<file path="src/rtl/dbg_acq_pkg.sv">
package dbg_acq_pkg;
  typedef enum logic [1:0] {
    PAIR_NONE = 2'b00,
    PAIR_PRI  = 2'b01,
    PAIR_SEC  = 2'b10
  } pair_e;

  // control -> datapath
  typedef struct packed {
    logic priShiftEn;
    logic secShiftEn;
  } ctrl_strobe_t;

  // datapath -> control
  typedef struct packed {
    logic priHit;
    logic secHit;
    logic winOpen;
  } dp_status_t;
endpackage

</file>
<file path="src/rtl/dbg_acq_lane.sv">
module dbg_acq_lane #(
  parameter int unsigned PAT_W = 16,
  parameter logic [PAT_W-1:0] PATTERN = 16'hA5E3,
  parameter int unsigned SYNC_STAGES = 2
) (
  input  logic clk,
  input  logic rstN,
  input  logic pinClk,
  input  logic pinData,
  input  logic shiftEn,
  output logic hit
);
  localparam int unsigned SMSB = SYNC_STAGES - 1;

  logic [SYNC_STAGES-1:0] clkSync;
  logic [SYNC_STAGES-1:0] dataSync;
  logic                   clkPrev;
  logic [PAT_W-1:0]       shiftReg;
  logic [PAT_W-1:0]       nextShift;
  logic                   rise;

  always_ff @(posedge clk or negedge rstN) begin
    if (!rstN) begin
      clkSync  <= '0;
      dataSync <= '0;
      clkPrev  <= 1'b0;
    end else begin
      clkSync  <= {clkSync[SYNC_STAGES-2:0], pinClk};
      dataSync <= {dataSync[SYNC_STAGES-2:0], pinData};
      clkPrev  <= clkSync[SMSB];
    end
  end

  assign rise      = clkSync[SMSB] & ~clkPrev;
  assign nextShift = {shiftReg[PAT_W-2:0], dataSync[SMSB]};

  always_ff @(posedge clk or negedge rstN) begin
    if (!rstN)                shiftReg <= '0;
    else if (rise && shiftEn) shiftReg <= nextShift;
  end

  assign hit = rise && shiftEn && (nextShift == PATTERN);
endmodule

</file>
<file path="src/rtl/dbg_acq_datapath.sv">
module dbg_acq_datapath
  import dbg_acq_pkg::*;
#(
  parameter int unsigned WIN_CYCLES = 800,
  parameter int unsigned PAT_W = 16,
  parameter logic [PAT_W-1:0] PATTERN = 16'hA5E3,
  parameter int unsigned SYNC_STAGES = 2
) (
  input  logic         clk,
  input  logic         rstN,
  input  logic [1:0]   pairClk,
  input  logic [1:0]   pairData,
  input  ctrl_strobe_t strobe,
  output dp_status_t   status
);
  localparam int unsigned CNT_W = $clog2(WIN_CYCLES + 1);

  logic [CNT_W-1:0] winCnt;
  logic             winOpen;
  logic [1:0]       laneEn;
  logic [1:0]       laneHit;

  assign winOpen = (winCnt < CNT_W'(WIN_CYCLES));

  always_ff @(posedge clk or negedge rstN) begin
    if (!rstN)        winCnt <= '0;
    else if (winOpen) winCnt <= winCnt + 1'b1;
  end

  assign laneEn = {strobe.secShiftEn, strobe.priShiftEn};

  // lane 0 = primary pair, lane 1 = secondary pair
  for (genvar g = 0; g < 2; g++) begin : g_lane
    dbg_acq_lane #(
      .PAT_W(PAT_W), .PATTERN(PATTERN), .SYNC_STAGES(SYNC_STAGES)
    ) u_lane (
      .clk(clk), .rstN(rstN),
      .pinClk(pairClk[g]), .pinData(pairData[g]),
      .shiftEn(laneEn[g]), .hit(laneHit[g])
    );
  end

  assign status.priHit  = laneHit[0];
  assign status.secHit  = laneHit[1];
  assign status.winOpen = winOpen;

  // a closed window never reopens until the next reset
  p_window_stays_closed_r1: assert property (@(posedge clk) disable iff (!rstN)
    !winOpen |=> !winOpen);
  // no lane shifts outside the window
  p_no_shift_outside_r1: assert property (@(posedge clk) disable iff (!rstN)
    !winOpen |-> (laneHit == 2'b00));
endmodule

</file>
<file path="src/rtl/dbg_acq_control.sv">
module dbg_acq_control
  import dbg_acq_pkg::*;
(
  input  logic         clk,
  input  logic         rstN,
  input  dp_status_t   status,
  input  logic         nvlDbgSel,
  input  logic         tapWrEn,
  input  logic         tapWrVal,
  output ctrl_strobe_t strobe,
  output logic         portEn,
  output pair_e        portSel,
  output logic         priMuxDbg,
  output logic         secMuxDbg
);
  logic  bootQ;
  logic  enQ;
  pair_e selQ;
  logic  acqArmed;

  assign acqArmed          = !enQ && status.winOpen;
  assign strobe.priShiftEn = acqArmed;
  assign strobe.secShiftEn = acqArmed;

  always_ff @(posedge clk or negedge rstN) begin
    if (!rstN) begin
      bootQ <= 1'b1;
      enQ   <= 1'b0;
      selQ  <= PAIR_NONE;
    end else begin
      bootQ <= 1'b0;
      if (bootQ && nvlDbgSel) begin
        enQ  <= 1'b1;
        selQ <= PAIR_PRI;
      end else if (tapWrEn) begin
        if (tapWrVal) begin
          enQ <= 1'b1;
          if (selQ == PAIR_NONE) selQ <= PAIR_PRI;
        end else begin
          enQ  <= 1'b0;
          selQ <= PAIR_NONE;
        end
      end else if (acqArmed && status.priHit) begin
        enQ  <= 1'b1;
        selQ <= PAIR_PRI;
      end else if (acqArmed && status.secHit) begin
        enQ  <= 1'b1;
        selQ <= PAIR_SEC;
      end
    end
  end

  assign portEn    = enQ;
  assign portSel   = selQ;
  assign priMuxDbg = enQ && (selQ == PAIR_PRI);
  assign secMuxDbg = enQ && (selQ == PAIR_SEC);

  // enabling without a write or boot preset only happens inside the window
  p_acq_in_window_r1: assert property (@(posedge clk) disable iff (!rstN)
    $rose(enQ) |-> ($past(status.winOpen) || $past(tapWrEn) || $past(bootQ)));
  // an owning pair keeps the port unless the test interface writes
  p_owner_held_r4: assert property (@(posedge clk) disable iff (!rstN)
    (enQ && !tapWrEn) |=> (enQ && $stable(selQ)));
  // the secondary pair is only taken on a completed pattern
  p_sec_needs_hit_r6: assert property (@(posedge clk) disable iff (!rstN)
    $rose(secMuxDbg) |-> $past(status.secHit));
  // a same-cycle finish on both pairs goes to the primary pair
  p_tie_primary_r10: assert property (@(posedge clk) disable iff (!rstN)
    (acqArmed && status.priHit && status.secHit && !tapWrEn && !bootQ) |=> (selQ == PAIR_PRI));
  // never two pin pairs muxed to debug
  p_single_mux_r7: assert property (@(posedge clk) disable iff (!rstN)
    $onehot0({priMuxDbg, secMuxDbg}));
endmodule

</file>
<file path="src/rtl/dbg_acq_ctrl.sv">
module dbg_acq_ctrl
  import dbg_acq_pkg::*;
#(
  parameter int unsigned SYS_CLK_MHZ = 100,
  parameter int unsigned WINDOW_US = 8,
  parameter int unsigned PAT_W = 16,
  parameter logic [PAT_W-1:0] PATTERN = 16'hA5E3,
  parameter int unsigned SYNC_STAGES = 2
) (
  input  logic       clk,
  input  logic       rstN,
  input  logic       nvlDbgSel,
  input  logic       priClkPin,
  input  logic       priDataPin,
  input  logic       secClkPin,
  input  logic       secDataPin,
  input  logic       tapWrEn,
  input  logic       tapWrVal,
  output logic       portEn,
  output logic [1:0] portSel,
  output logic       priMuxDbg,
  output logic       secMuxDbg,
  output logic       windowOpen
);
  localparam int unsigned WIN_CYCLES = SYS_CLK_MHZ * WINDOW_US;

  ctrl_strobe_t strobe;
  dp_status_t   status;
  pair_e        selInt;

  dbg_acq_datapath #(
    .WIN_CYCLES(WIN_CYCLES), .PAT_W(PAT_W), .PATTERN(PATTERN), .SYNC_STAGES(SYNC_STAGES)
  ) u_dp (
    .clk(clk), .rstN(rstN),
    .pairClk({secClkPin, priClkPin}),
    .pairData({secDataPin, priDataPin}),
    .strobe(strobe), .status(status)
  );

  dbg_acq_control u_ctl (
    .clk(clk), .rstN(rstN), .status(status),
    .nvlDbgSel(nvlDbgSel), .tapWrEn(tapWrEn), .tapWrVal(tapWrVal),
    .strobe(strobe), .portEn(portEn), .portSel(selInt),
    .priMuxDbg(priMuxDbg), .secMuxDbg(secMuxDbg)
  );

  assign portSel    = selInt;
  assign windowOpen = status.winOpen;
endmodule

</file>
<file path="config.mk">
export PLATFORM = sky130hd
export DESIGN_NAME = dbg_acq_ctrl
export DESIGN_NICKNAME = d
export VERILOG_FILES = /design/src/rtl/dbg_acq_pkg.sv /design/src/rtl/dbg_acq_lane.sv /design/src/rtl/dbg_acq_datapath.sv /design/src/rtl/dbg_acq_control.sv /design/src/rtl/dbg_acq_ctrl.sv
export SDC_FILE = /design/constraint.sdc
export NUM_CORES = 1
export LEC_CHECK = 0
export BUFFER_PORTS_ARGS = -buffer_cell sky130_fd_sc_hd__buf_2
export CORE_ASPECT_RATIO = 0.6
export CORE_MARGIN = 5
export CORE_UTILIZATION = 49
export DETAILED_ROUTE_END_ITERATION = 8
export GPL_TIMING_DRIVEN = 0
export PLACE_DENSITY = 0.67
export SLEW_MARGIN = 15
export SYNTH_ARGS = -nofsm -noshare
export SYNTH_HDL_FRONTEND = slang
export SYNTH_SLANG_ARGS = --single-unit
</file>
<file path="constraint.sdc">
create_clock -name clk -period 4.2 [get_ports clk]
set_input_delay 0.21 -clock clk [delete_from_list [all_inputs] [get_ports clk]]
set_output_delay 0.21 -clock clk [all_outputs]
set_load 0.01 [all_outputs]
</file>
==> impl.org <==
** Status
- Result of the run :: finished clean

** Setup path
- STA classifies the critical path startpoint as a register.
- Grouping stages by cell kind, the critical path spends the most delay in buffers and inverters.
- Total buffers and inverters traversed by the critical path :: 2
- Type of the worst setup path :: reg2reg
- Maximum single-stage delay on the critical path :: around 0.44 ns
- Reg2Reg Depth :: 5
- The critical path runs through a total of 5 cells.
- For the worst setup path, the data arrival time is roughly 2.0 ns.
- In this run the worst path has a maximum fanout of 10.
- Cell with the largest stage delay on the worst path :: dfrtp_1
- STA classifies the critical path endpoint as a register.
- Top cell by count, worst path :: buf_4
- At the worst endpoint, the required time is 4.38 ns.
- The signal on the critical path passes through o311ai_1 -> buf_4 -> nand3_4 -> buf_4 -> mux2_1.

** Synth
- The average instance in the mapped netlist occupies 12.0 sq um.
- The top cell type by area accounts for between 60% and 70% of the synthesized area.
- Counting flops and latches in the post-synthesis netlist gives 54.
- Fraction of the mapped netlist area in compound gates :: under 10%
- By area, the combinational part of the netlist is dominated by simple AND/OR/NAND/NOR gates.
- Number of distinct standard cells referenced by the synthesized netlist :: 34
- Of all flip-flops after synthesis, the portion carrying an async set or reset was 100%.
- EDFF count, synth :: 0
- Synthesis handed over a netlist of 182 instances.
- Synthesis produced a netlist with a net count of about 190.
- After Yosys synthesis, and, or, nand and nor cells account for about a fifth of the synthesized area.
- Sorting the synthesized cells by area gives the leading types as dfrtp_1 61%, nand2_1 9.0%, mux2_1 8.3%.
- Leading cell types by count after synthesis :: 53 x dfrtp_1, 52 x nand2_1, 16 x mux2_1, 6 x xnor2_1, 5 x nand4b_1
- Proportion of synthesized chip area in sequential cells :: between 60 and 70%
- Leading cell type by number of instances after synthesis :: dfrtp_1
- Count of yosys warnings during synthesis :: 0
- In the synthesized netlist the dominant register cell turns out to be dfrtp_1.
- Multiplexer cells account for under 10% of the synthesized area.
- The biggest area contributor in the post-synthesis netlist is dfrtp_1.
- Summing the areas of all xor and xnor instances in the mapped netlist gives 2.81% of the synthesized area.
- Adder and majority gate portion of the synthesized area :: 0.574%
- Total standard cell area after synthesis :: 2180 sq um

** Routing
- After the first detailed-routing iteration, the DRC count stood at 56.
- Summed over all layers, the routed wires come to 3.87 mm.
- Remaining design rule violation count :: 0
- Detailed-route vias per instance :: 5.23
- Summing over every cut layer, the via total after detailed routing is 1397.
- After detailed routing, the average wire length per cell comes to 14.5 um.
- Number of detailed-routing iterations run before antenna repair :: 4
- The count of nets left with antenna violations once routing finished came out at 0.

** CTS
- After clock tree synthesis, the repair step resized 0 gates.
- Buffers inserted during post-CTS setup optimization :: 0
- After clock tree synthesis, the clock-pin slew on the worst setup and hold paths is approximately 0.09 ns.
- The clock passes through at most 2 buffers.
- Insertion delay to the later sink of the worst-skew pair :: 0.30 ns
- Clk Tree Root Cell :: clkbuf_8
- Num CTS Buffers :: 5
- TritonCTS clock tree :: done
- Quantity of hold-fixing buffers added after cts :: 0
- Total number of clock tree sinks :: 54
- H-tree level count :: 2

** Global route
- Global routing usage summed across all routing layers :: 15.3%
- Pin count of the biggest net entering global routing :: 55
- First-pass GRT wire length :: 6.70 mm
- The number of antenna violations at the first check in global routing is 0.
- The via count of the first global-routing pass is 1398.
- For this run the aggregate overflow at the end of global routing stands at 0.

** Timing
- Total setup violations reported at the end of the flow :: 0
- Subtracting the final worst setup slack from the clock period gives between 1.5 and 2 ns.
- Worst Hold Margin :: between 0.015 and 0.02 ns
- Setup repair after global routing left no endpoint under its margin.
- For the final database, setup skew stands at ~0.0096 ns.
- Adding up every negative setup slack in the final design gives 0 ns.
- Static timing analysis puts the maximum clock frequency at between 500 and 600 MHz.
- Max-slew headroom at the worst pin :: a little under three fifths
- Endpoints failing hold :: 0
- Final Max Tran Viols :: 0
- Of the available clock period, the critical path in the final layout requires 43.8%.
- At the pin with the least slew margin, the transition time is 0.657 ns.

** Place
- Final weighted congestion in routability-driven placement :: 0.815
- Once detailed placement completed, the half-perimeter wirelength came to 2.86 mm.
- During placement, the flow inserted port buffers numbering 14.
- Cell Count Post-Placement :: 256

** Floorplan
- Die height :: between 60 and 70 um
- Core outline area :: 4190 sq um
- Rows :: 18
- I/O pin total :: 15
- The die covers 5920 sq um.
- Initial core utilization :: a little over half
- X dimension of the die :: between 90 and 100 um

** Power
- Leakage power total :: 1.16 nW
- Across the VDD grid, the largest voltage drop is ~0.19 mV.
- Power spread over the standard cell area amounts to 394 nW/um^2.
- Overall power :: 0.963 mW

** Finish
- Post-route non-filler standard cell count :: 267
- In the final layout, the share of cells above drive strength 1 is between 10% and 20%.
- Relative to the synthesized area, the layout overhead comes to 12.3%.
- Ant diodes :: 0
- At the end of the flow, the number of nets in the layout was between 200 and 250.
- Fill cell total of the finished layout :: ~360

** Min path
- The min-delay analysis places its worst path in the category in2reg.
- Min-Delay Path Depth :: 1

** Flow run
- Number of violations of the max-capacitance limit :: 0
==> power breakdown <==
group | total, mW | switching [mW] | internal [mW]
combinational | 0.0804 | 0.0430 | 0.0374
clock | 0.283 | 0.149 | 0.135
sequential | 0.599 | 0.0331 | 0.566
total | 0.963 | 0.225 | 0.738
==> layout make-up <==
cell class / count / area (sq um) / area share, %
sequential: 54 / 1350 / 55.3
multi-input combinational: 121 / 791 / 32.3
timing repair buffer: 17 / 103 / 4.19
clock buffer: 8 / 90.1 / 3.68
tap: 60 / 75.1 / 3.07
buffer: 5 / 27.5 / 1.13
inverter: 2 / 7.51 / 0.307
==> kinds of logic (layout without fill, tap and decap cells) <==
logic type,after synthesis,count (layout)
compound gates,9,9
simple gates,87,87
buf+inv,7,32
other cells,1,1
xor+xnor,7,7
fa+ha+maj,1,1
flops,54,54
mux,16,16
==> routing by layer <==
layer	share of wire (%)	up-vias	wire (um)	GRT usage, %
met2	43	30	1670	23.7
met3	5.7	5	220	4.03
met5	0	-	0	0
li1	-	669	-	-
met1	50	693	1940	21.5
met4	1.1	0	41	4.86
==> final timing paths <==
path,slack (ns),endpoint,startpoint
max,2.36,u_dp.g_lane[1].u_lane.shiftReg[10],u_dp.winCnt[5]
max in group asynchronous,3.27,u_dp.g_lane[0].u_lane.shiftReg[3],rstN
max reg2reg,2.36,u_dp.g_lane[1].u_lane.shiftReg[10],u_dp.winCnt[5]
min,0.02,u_dp.g_lane[1].u_lane.clkSync[0],secClkPin
min reg2reg,0.34,u_dp.g_lane[0].u_lane.clkSync[1],u_dp.g_lane[0].u_lane.clkSync[0]
min in group asynchronous,0.47,u_dp.g_lane[1].u_lane.dataSync[0],rstN
==> through the flow <==
stage	util, %	area (sq um)	setup WS [ns]
finish	58.4	2450	2.36
global route	58.4	2450	2.22
CTS	57.6	2410	2.34
detailed placement	55.5	2320	2.37
global placement	55.5	2320	2.41
floorplan	-	2180	2.55
==> placed cells by master (no fill, tap or decap), types with 4 or more instances in the layout <==
master and count:
dfrtp_1 53, nand2_1 52, nand3_1 4, xnor2_1 6, clkbuf_8 6, nand4b_1 5
buf_2 14, mux2_1 16, clkbuf_1 4
==> sequential cells by signal, summed over array words and instances (netlist names) <==
register and flops:
u_dp.winCnt 10, u_dp.g_lane.u_lane.shiftReg 30, u_dp.g_lane.u_lane.clkPrev 2, u_dp.g_lane.u_lane.dataSync 4
u_ctl.bootQ 1, u_ctl.portSel 2, u_dp.g_lane.u_lane.clkSync 4, u_ctl.portEn 1
Power figures use the tool's default switching activity.
